[config.mk]
export PLATFORM = sky130hd
export DESIGN_NAME = vbank_arbiter
export DESIGN_NICKNAME = d
export VERILOG_FILES = /design/src/rtl/vbank_pkg.sv /design/src/rtl/vbank_phase.sv /design/src/rtl/vbank_addr.sv /design/src/rtl/vbank_wgate.sv /design/src/rtl/vbank_rdsel.sv /design/src/rtl/vbank_arbiter.sv
export SDC_FILE = /design/constraint.sdc
export NUM_CORES = 1
export LEC_CHECK = 0
export CELL_PAD_IN_SITES_DETAIL_PLACEMENT = 0
export CELL_PAD_IN_SITES_GLOBAL_PLACEMENT = 1
export CORE_MARGIN = 2
export CORE_UTILIZATION = 10
export CTS_CLUSTER_DIAMETER = 50
export DETAILED_ROUTE_END_ITERATION = 10
export PLACE_DENSITY = 0.94
export SYNTH_ARGS = -nofsm -noshare
export SYNTH_HDL_FRONTEND = slang
export SYNTH_SLANG_ARGS = --single-unit
[constraint.sdc]
create_clock -name clk -period 2.7 [get_ports clk]
set_clock_uncertainty 0.05 [all_clocks]
set_input_delay 0.54 -clock clk [delete_from_list [all_inputs] [get_ports clk]]
set_output_delay 0.54 -clock clk [all_outputs]
set_load 0.1 [all_outputs]
[src/rtl/vbank_pkg.sv]
package vbank_pkg;
    localparam int PHASE_W = 3;
    localparam int ADDR_W  = 16;
    localparam int VADDR_W = 14;
    localparam int DATA_W  = 8;

    typedef struct packed {
        logic [PHASE_W-1:0] phase;
    } ph_state_t;
endpackage

[src/rtl/vbank_phase.sv]
module vbank_phase
    import vbank_pkg::*;
(
    input  logic               clk,
    input  logic               rst_n,
    output logic [PHASE_W-1:0] phase
);
    ph_state_t st_d, st_q;

    always_comb begin
        st_d       = st_q;
        st_d.phase = st_q.phase + 1'b1;
    end

    always_ff @(posedge clk) begin
        if (!rst_n) st_q <= '0;
        else        st_q <= st_d;
    end

    assign phase = st_q.phase;
endmodule

[src/rtl/vbank_addr.sv]
module vbank_addr #(
    parameter int ADDR_W  = 16,
    parameter int VADDR_W = 14,
    parameter int PHASE_W = 3,
    parameter int SWAP_PH = 7
) (
    input  logic [VADDR_W-1:0]        vid_addr,
    input  logic [ADDR_W-VADDR_W-1:0] bank_sel,
    input  logic                      cpu_lsb,
    input  logic [PHASE_W-1:0]        phase,
    output logic [ADDR_W-1:0]         pb_addr
);
    logic [ADDR_W-1:0] ext_d;

    always_comb begin
        ext_d   = {~bank_sel, vid_addr};
        pb_addr = ext_d;
        if (phase == PHASE_W'(SWAP_PH)) pb_addr[0] = ~cpu_lsb;
    end
endmodule

[src/rtl/vbank_wgate.sv]
module vbank_wgate #(
    parameter int PHASE_W = 3,
    parameter int NMASK   = 2,
    parameter int MASK_PH [NMASK] = '{2, 6}
) (
    input  logic               we_raw,
    input  logic [PHASE_W-1:0] phase,
    output logic               we
);
    logic [NMASK-1:0] hit_d;

    for (genvar g = 0; g < NMASK; g++) begin : g_mask
        assign hit_d[g] = (phase == PHASE_W'(MASK_PH[g]));
    end

    assign we = we_raw & ~(|hit_d);
endmodule

[src/rtl/vbank_rdsel.sv]
module vbank_rdsel #(
    parameter int DATA_W  = 8,
    parameter int VADDR_W = 14
) (
    input  logic [1:0]        win_bits,
    input  logic              sel_lsb,
    input  logic [DATA_W-1:0] ram_rdata,
    input  logic [DATA_W-1:0] crom_rdata,
    output logic [DATA_W-1:0] vid_rdata
);
    logic use_rom_d;

    always_comb begin
        use_rom_d = (win_bits == 2'b01) && sel_lsb;
        vid_rdata = use_rom_d ? crom_rdata : ram_rdata;
    end
endmodule

[src/rtl/vbank_arbiter.sv]
module vbank_arbiter
    import vbank_pkg::*;
#(
    parameter int SWAP_PH = 7
) (
    input  logic                      clk,
    input  logic                      rst_n,
    input  logic [VADDR_W-1:0]        vid_addr,
    input  logic [ADDR_W-VADDR_W-1:0] bank_sel,
    input  logic [ADDR_W-1:0]         cpu_addr,
    input  logic                      cpu_we_raw,
    input  logic [DATA_W-1:0]         ram_rdata,
    input  logic [DATA_W-1:0]         crom_rdata,
    output logic [PHASE_W-1:0]        phase,
    output logic [ADDR_W-1:0]         pb_addr,
    output logic                      cpu_we,
    output logic [DATA_W-1:0]         vid_rdata
);
    vbank_phase u_phase (
        .clk   (clk),
        .rst_n (rst_n),
        .phase (phase)
    );

    vbank_addr #(
        .ADDR_W  (ADDR_W),
        .VADDR_W (VADDR_W),
        .PHASE_W (PHASE_W),
        .SWAP_PH (SWAP_PH)
    ) u_addr (
        .vid_addr (vid_addr),
        .bank_sel (bank_sel),
        .cpu_lsb  (cpu_addr[0]),
        .phase    (phase),
        .pb_addr  (pb_addr)
    );

    vbank_wgate #(
        .PHASE_W (PHASE_W)
    ) u_wgate (
        .we_raw (cpu_we_raw),
        .phase  (phase),
        .we     (cpu_we)
    );

    vbank_rdsel #(
        .DATA_W  (DATA_W),
        .VADDR_W (VADDR_W)
    ) u_rdsel (
        .win_bits   (vid_addr[VADDR_W-1:VADDR_W-2]),
        .sel_lsb    (bank_sel[0]),
        .ram_rdata  (ram_rdata),
        .crom_rdata (crom_rdata),
        .vid_rdata  (vid_rdata)
    );
endmodule

Word-level counts from Yosys, hierarchy flattened:

Cells that the tools add are included.

* $add $sub $neg: 1
* multipliers: 0
* divide/modulo/power cells: 0
* $lt $le $gt $ge: 0
* equal/unequal tests: 4
* shifts and indexed selects: 0
* muxes and demuxes: 2
* bitwise gates (word level): 4
* reduce and logical (&&, ||, !) cells: 2

Operator list (count)
* $mux W8: 1
* $eq A3 B3 Y1 const B: 2
* $add A3 B1 Y3 const B: 1
* $eq A3 B2 Y1 const B: 1
* $eq A2 B1 Y1 const B: 1
* $not A1 Y1: 2
* $not A2 Y2: 1
* $reduce_or A2 Y1: 1
* $and A1 B1 Y1: 1
* $logic_and A1 B1 Y1: 1
* $mux W1: 1

* bits in registers: 3
* bits in latches: 0
* bits in writable memories: 0
* ROM bits: 0
* input port bits: 51
* output and inout bits: 28
* word-level logic and storage cells: 14
* memories kept: 0

Longest topological paths before layout:

* depth after elaboration: 4
* gate-level depth with buffers: 3
* depth with buffers taken out: 3

Hierarchy:

From an unflattened synthesis, not the netlist that was laid out.

* cells, all modules: 37
* area total of the unflattened synthesis: 345.3 sq um

Modules (own cells, without submodules)
* vbank_addr: instances 1, cells an instance 18, area an instance 123.9 sq um, sequential area each 0.0 sq um
* vbank_rdsel: instances 1, cells an instance 9, area an instance 110.1 sq um, sequential area each 0.0 sq um
* vbank_phase: instances 1, cells an instance 8, area an instance 100.1 sq um, sequential area each 60.1 sq um
* vbank_wgate: instances 1, cells an instance 2, area an instance 11.3 sq um, sequential area each 0.0 sq um

Worst setup path before layout:

OpenSTA, ideal clock, no wires.

* kind: register to output
* from: reg u_phase.st_q, in the netlist u_phase.phase[0]
* to: out pb_addr[0]
* arrival time: 2996 ps
* required time: 2110 ps
* setup slack: -886 ps
* stages on the path, launching flop included: 4
* buffers on the path: 0
* cell sequence: dfxtp_1 > ha_1 > ha_1 > mux2i_1

* word-level cells in the longest chain between the ends: 2

Ends and longest elaborated chain
* start: declaration: line vbank_phase.sv:8 `ph_state_t st_d, st_q;`
* start signal: assignment: line vbank_phase.sv:17 `else st_q <= st_d;`
* $eq A3 B3 Y1: line vbank_addr.sv:18 `if (phase == PHASE_W'(SWAP_PH)) pb_addr[0] = ~cpu_lsb;`
* $mux W1: line vbank_addr.sv:18
* end: declaration: line vbank_arbiter.sv:15 `output logic [ADDR_W-1:0] pb_addr,`

No other way between the ends.

Worst setup path after layout:

* from: in vid_addr[13]
* to: out vid_rdata[6]

* word-level cells in the longest chain between the ends: 3

Ends and longest elaborated chain
* start: declaration: line vbank_arbiter.sv:8 `input logic [VADDR_W-1:0] vid_addr,`
* $eq A2 B1 Y1: line vbank_rdsel.sv:14 `use_rom_d = (win_bits == 2'b01) && sel_lsb;`
* $logic_and A1 B1 Y1: line vbank_rdsel.sv:14
* $mux W8: line vbank_rdsel.sv:15 `vid_rdata = use_rom_d ? crom_rdata : ram_rdata;`
* end: declaration: line vbank_arbiter.sv:17 `output logic [DATA_W-1:0] vid_rdata`

No other way between the ends.

==> impl_metrics.tcl <==
set metrics [dict create \
    postRouteAntennaNets 0 \
    die_h_um 63.61 \
    dp_hpwl_um 1059 \
    place_inst 111 \
    grt_pass1_vias 391 \
    synth-edff-count 0 \
    cp_max_fo 8 \
    start_kind "input port" \
    wl_per_cell_um 10.77 \
    cts_buffers 3 \
    yosys_warnings 0 \
    timing.final.crit_share_pct 90.70 \
    synth_cells 37 \
    cp.required_ns 2.11 \
    placed_area_sq_um 875.8 \
    clock_path_buffers 2 \
    hp-class "flip-flop to flip-flop" \
    die_w_um 63.61 \
    stdcell_count 115 \
    vias_per_cell 3.139 \
    grtUsageTotal_pct 6.352 \
    area_growth_pct 153.9 \
    drc 0 \
    slew_viol_final 0 \
    setup_tns_ns 0 \
    fp.dieArea_sq_um 4046 \
    cap_violations 0 \
    post_cts_buffers 0 \
    cts.sinks 3 \
    yosysSeqAreaShare_pct 16.90 \
    r2r_slack_ns 1.60 \
    met1_length_um 426 \
    insertedDiodeCount 0 \
    async_flop_share_pct 0 \
    num_vias 361 \
    peakVddDrop_v 0.0002316 \
    wirelength_um 1239 \
    crit_start "vid_addr[13]" \
    synth.top_cells.by_area "buf_4, mux2_2, dfxtp_1, ha_1, nand3b_4" \
    cts.repair.resized 0 \
    start_util_pct 10.57 \
    hold_ws_ns 0.3858 \
    worstHoldStart "u_phase.phase[0]" \
    dr.first_iter.drc_count 3 \
    wl_met3_um 191 \
    timing_worst_setup_path_type "input port to primary output" \
    fin_crit_ns 2.449 \
    synth_top_area_share_pct 27.46 \
    status "finished clean" \
    timing_hold_violations_final 0 \
    grt_overflow 0 \
    clk_latency_ns 0.23 \
    cts_hold_buf 0 \
    r2r_start "u_phase.phase[0]" \
    postLayoutSetupSlackWorst_ns 0.2511 \
    synthTopCellsByCount "buf_4, mux2_2, inv_1" \
    synth_top_area_cell "buf_4" \
    fmax_mhz 408.3 \
    drive_gt1_share_pct 47.83 \
    synth.most_common_cell "buf_4" \
    synthFlopType "dfxtp_1" \
    syn_area_per_cell_sq_um 9.604 \
    gp_congestion 0.7021 \
    grt_max_degree 9 \
    root_buffer "clkbuf_4" \
    fillerInstances 363 \
    critPathArrivalTime_ns 1.86 \
    first_pass_iters 2 \
    htreeDepth 1 \
    hold_path_end "u_phase.phase[0]" \
    leakagePower_nw 0.3932 \
    clk_pin_slew_worst_paths_ns 0.04 \
    highest_layer "met3" \
    rsz0062_at_grt "no" \
    worst_pin_slew_ns 0.2797 \
    reg2reg_depth 3 \
    largest_reg_flops 3 \
    dp_slack_ns 0.2396 \
    synth_fp_nets 91 \
    hold-path-cell-count 1 \
    grt_pass1_wl_um 1966 \
    fin_area_sq_um 902.1 \
    r2r-end "u_phase.phase[2]" \
    tritoncts "yes" \
    ys_seq_elements 3 \
    syn_area_sq_um 355.3 \
    rows 21 \
    antenna_found_initial 0 \
    core_sq_um 3363 \
    dr_wl_met2_um 620 \
    io_pins 79 \
    p_per_area_nw_per_um2 434.3 \
    nNetsFinal 124 \
    setup_violations 0 \
    slew_headroom_pct 81.51 \
    portBuffers 41 \
    synth_cell_types 9 \
    end_kind "primary output" \
]
## cell families after synthesis
logic type	count (synthesis)	share of synthesized area, %
adder cells (fa/ha/maj)	3	10.56
buffers and inverters	17	31.69
AND/OR/NAND/NOR	5	12.68
flip-flops	3	16.90
multiplexers	9	28.17
## worst max-delay path, cell delays in order
cell and delay [ns]:
clkdlybuf4s50_1 0.54, nand3b_4 0.22, mux2_2 0.39, buf_12 0.17
## cell usage in the layout (no fill, tap or decap), drive strengths merged
master         count
ha                 3
nand3b             1
buf               17
mux2i              1
and2               1
clkdlybuf4s50     24
clkbuf             4
nor2b              3
dfxtp              3
mux2               8
inv                4
## routing by layer
metal  GRT usage [%]  vias up
met4           2.446        0
met5               0        -
met3           3.929        0
met2           11.18       34
met1           5.901      158
li1                -      169
## stage by stage
stage / util [%] / power [mW]
2_1_floorplan: - / 0.2834
3_3_place_gp: 26.04 / 0.3147
3_5_place_dp: 26.04 / 0.3162
4_1_cts: 26.82 / 0.3983
5_1_grt: 26.82 / 0.4098
6_report: 26.82 / 0.3918
## report_power, final
group	switching (mW)	internal (mW)
clock	0.0223	0.0553
combinational	0.160	0.102
sequential	0.00321	0.0490
## final cells by class
cell class	instances	area, sq um	share of cell area, %
inverter	4	15.01	1.664
timing repair buffer	41	543.0	60.19
sequential	3	62.56	6.935
multi-input combinational	17	197.7	21.91
clock buffer	4	26.28	2.913
tap	46	57.56	6.380
## worst max path at each step
stage / endpoint / slack, ns / depth (start not counted)
floorplan: pb_addr[0] / 0.13 / 2
global placement: vid_rdata[4] / 0.26 / 4
detailed placement: vid_rdata[6] / 0.24 / 4
CTS: vid_rdata[6] / 0.23 / 4
global route: vid_rdata[6] / 0.20 / 4
finish: vid_rdata[6] / 0.25 / 4
Note: power is estimated with default switching activity, not from simulation.
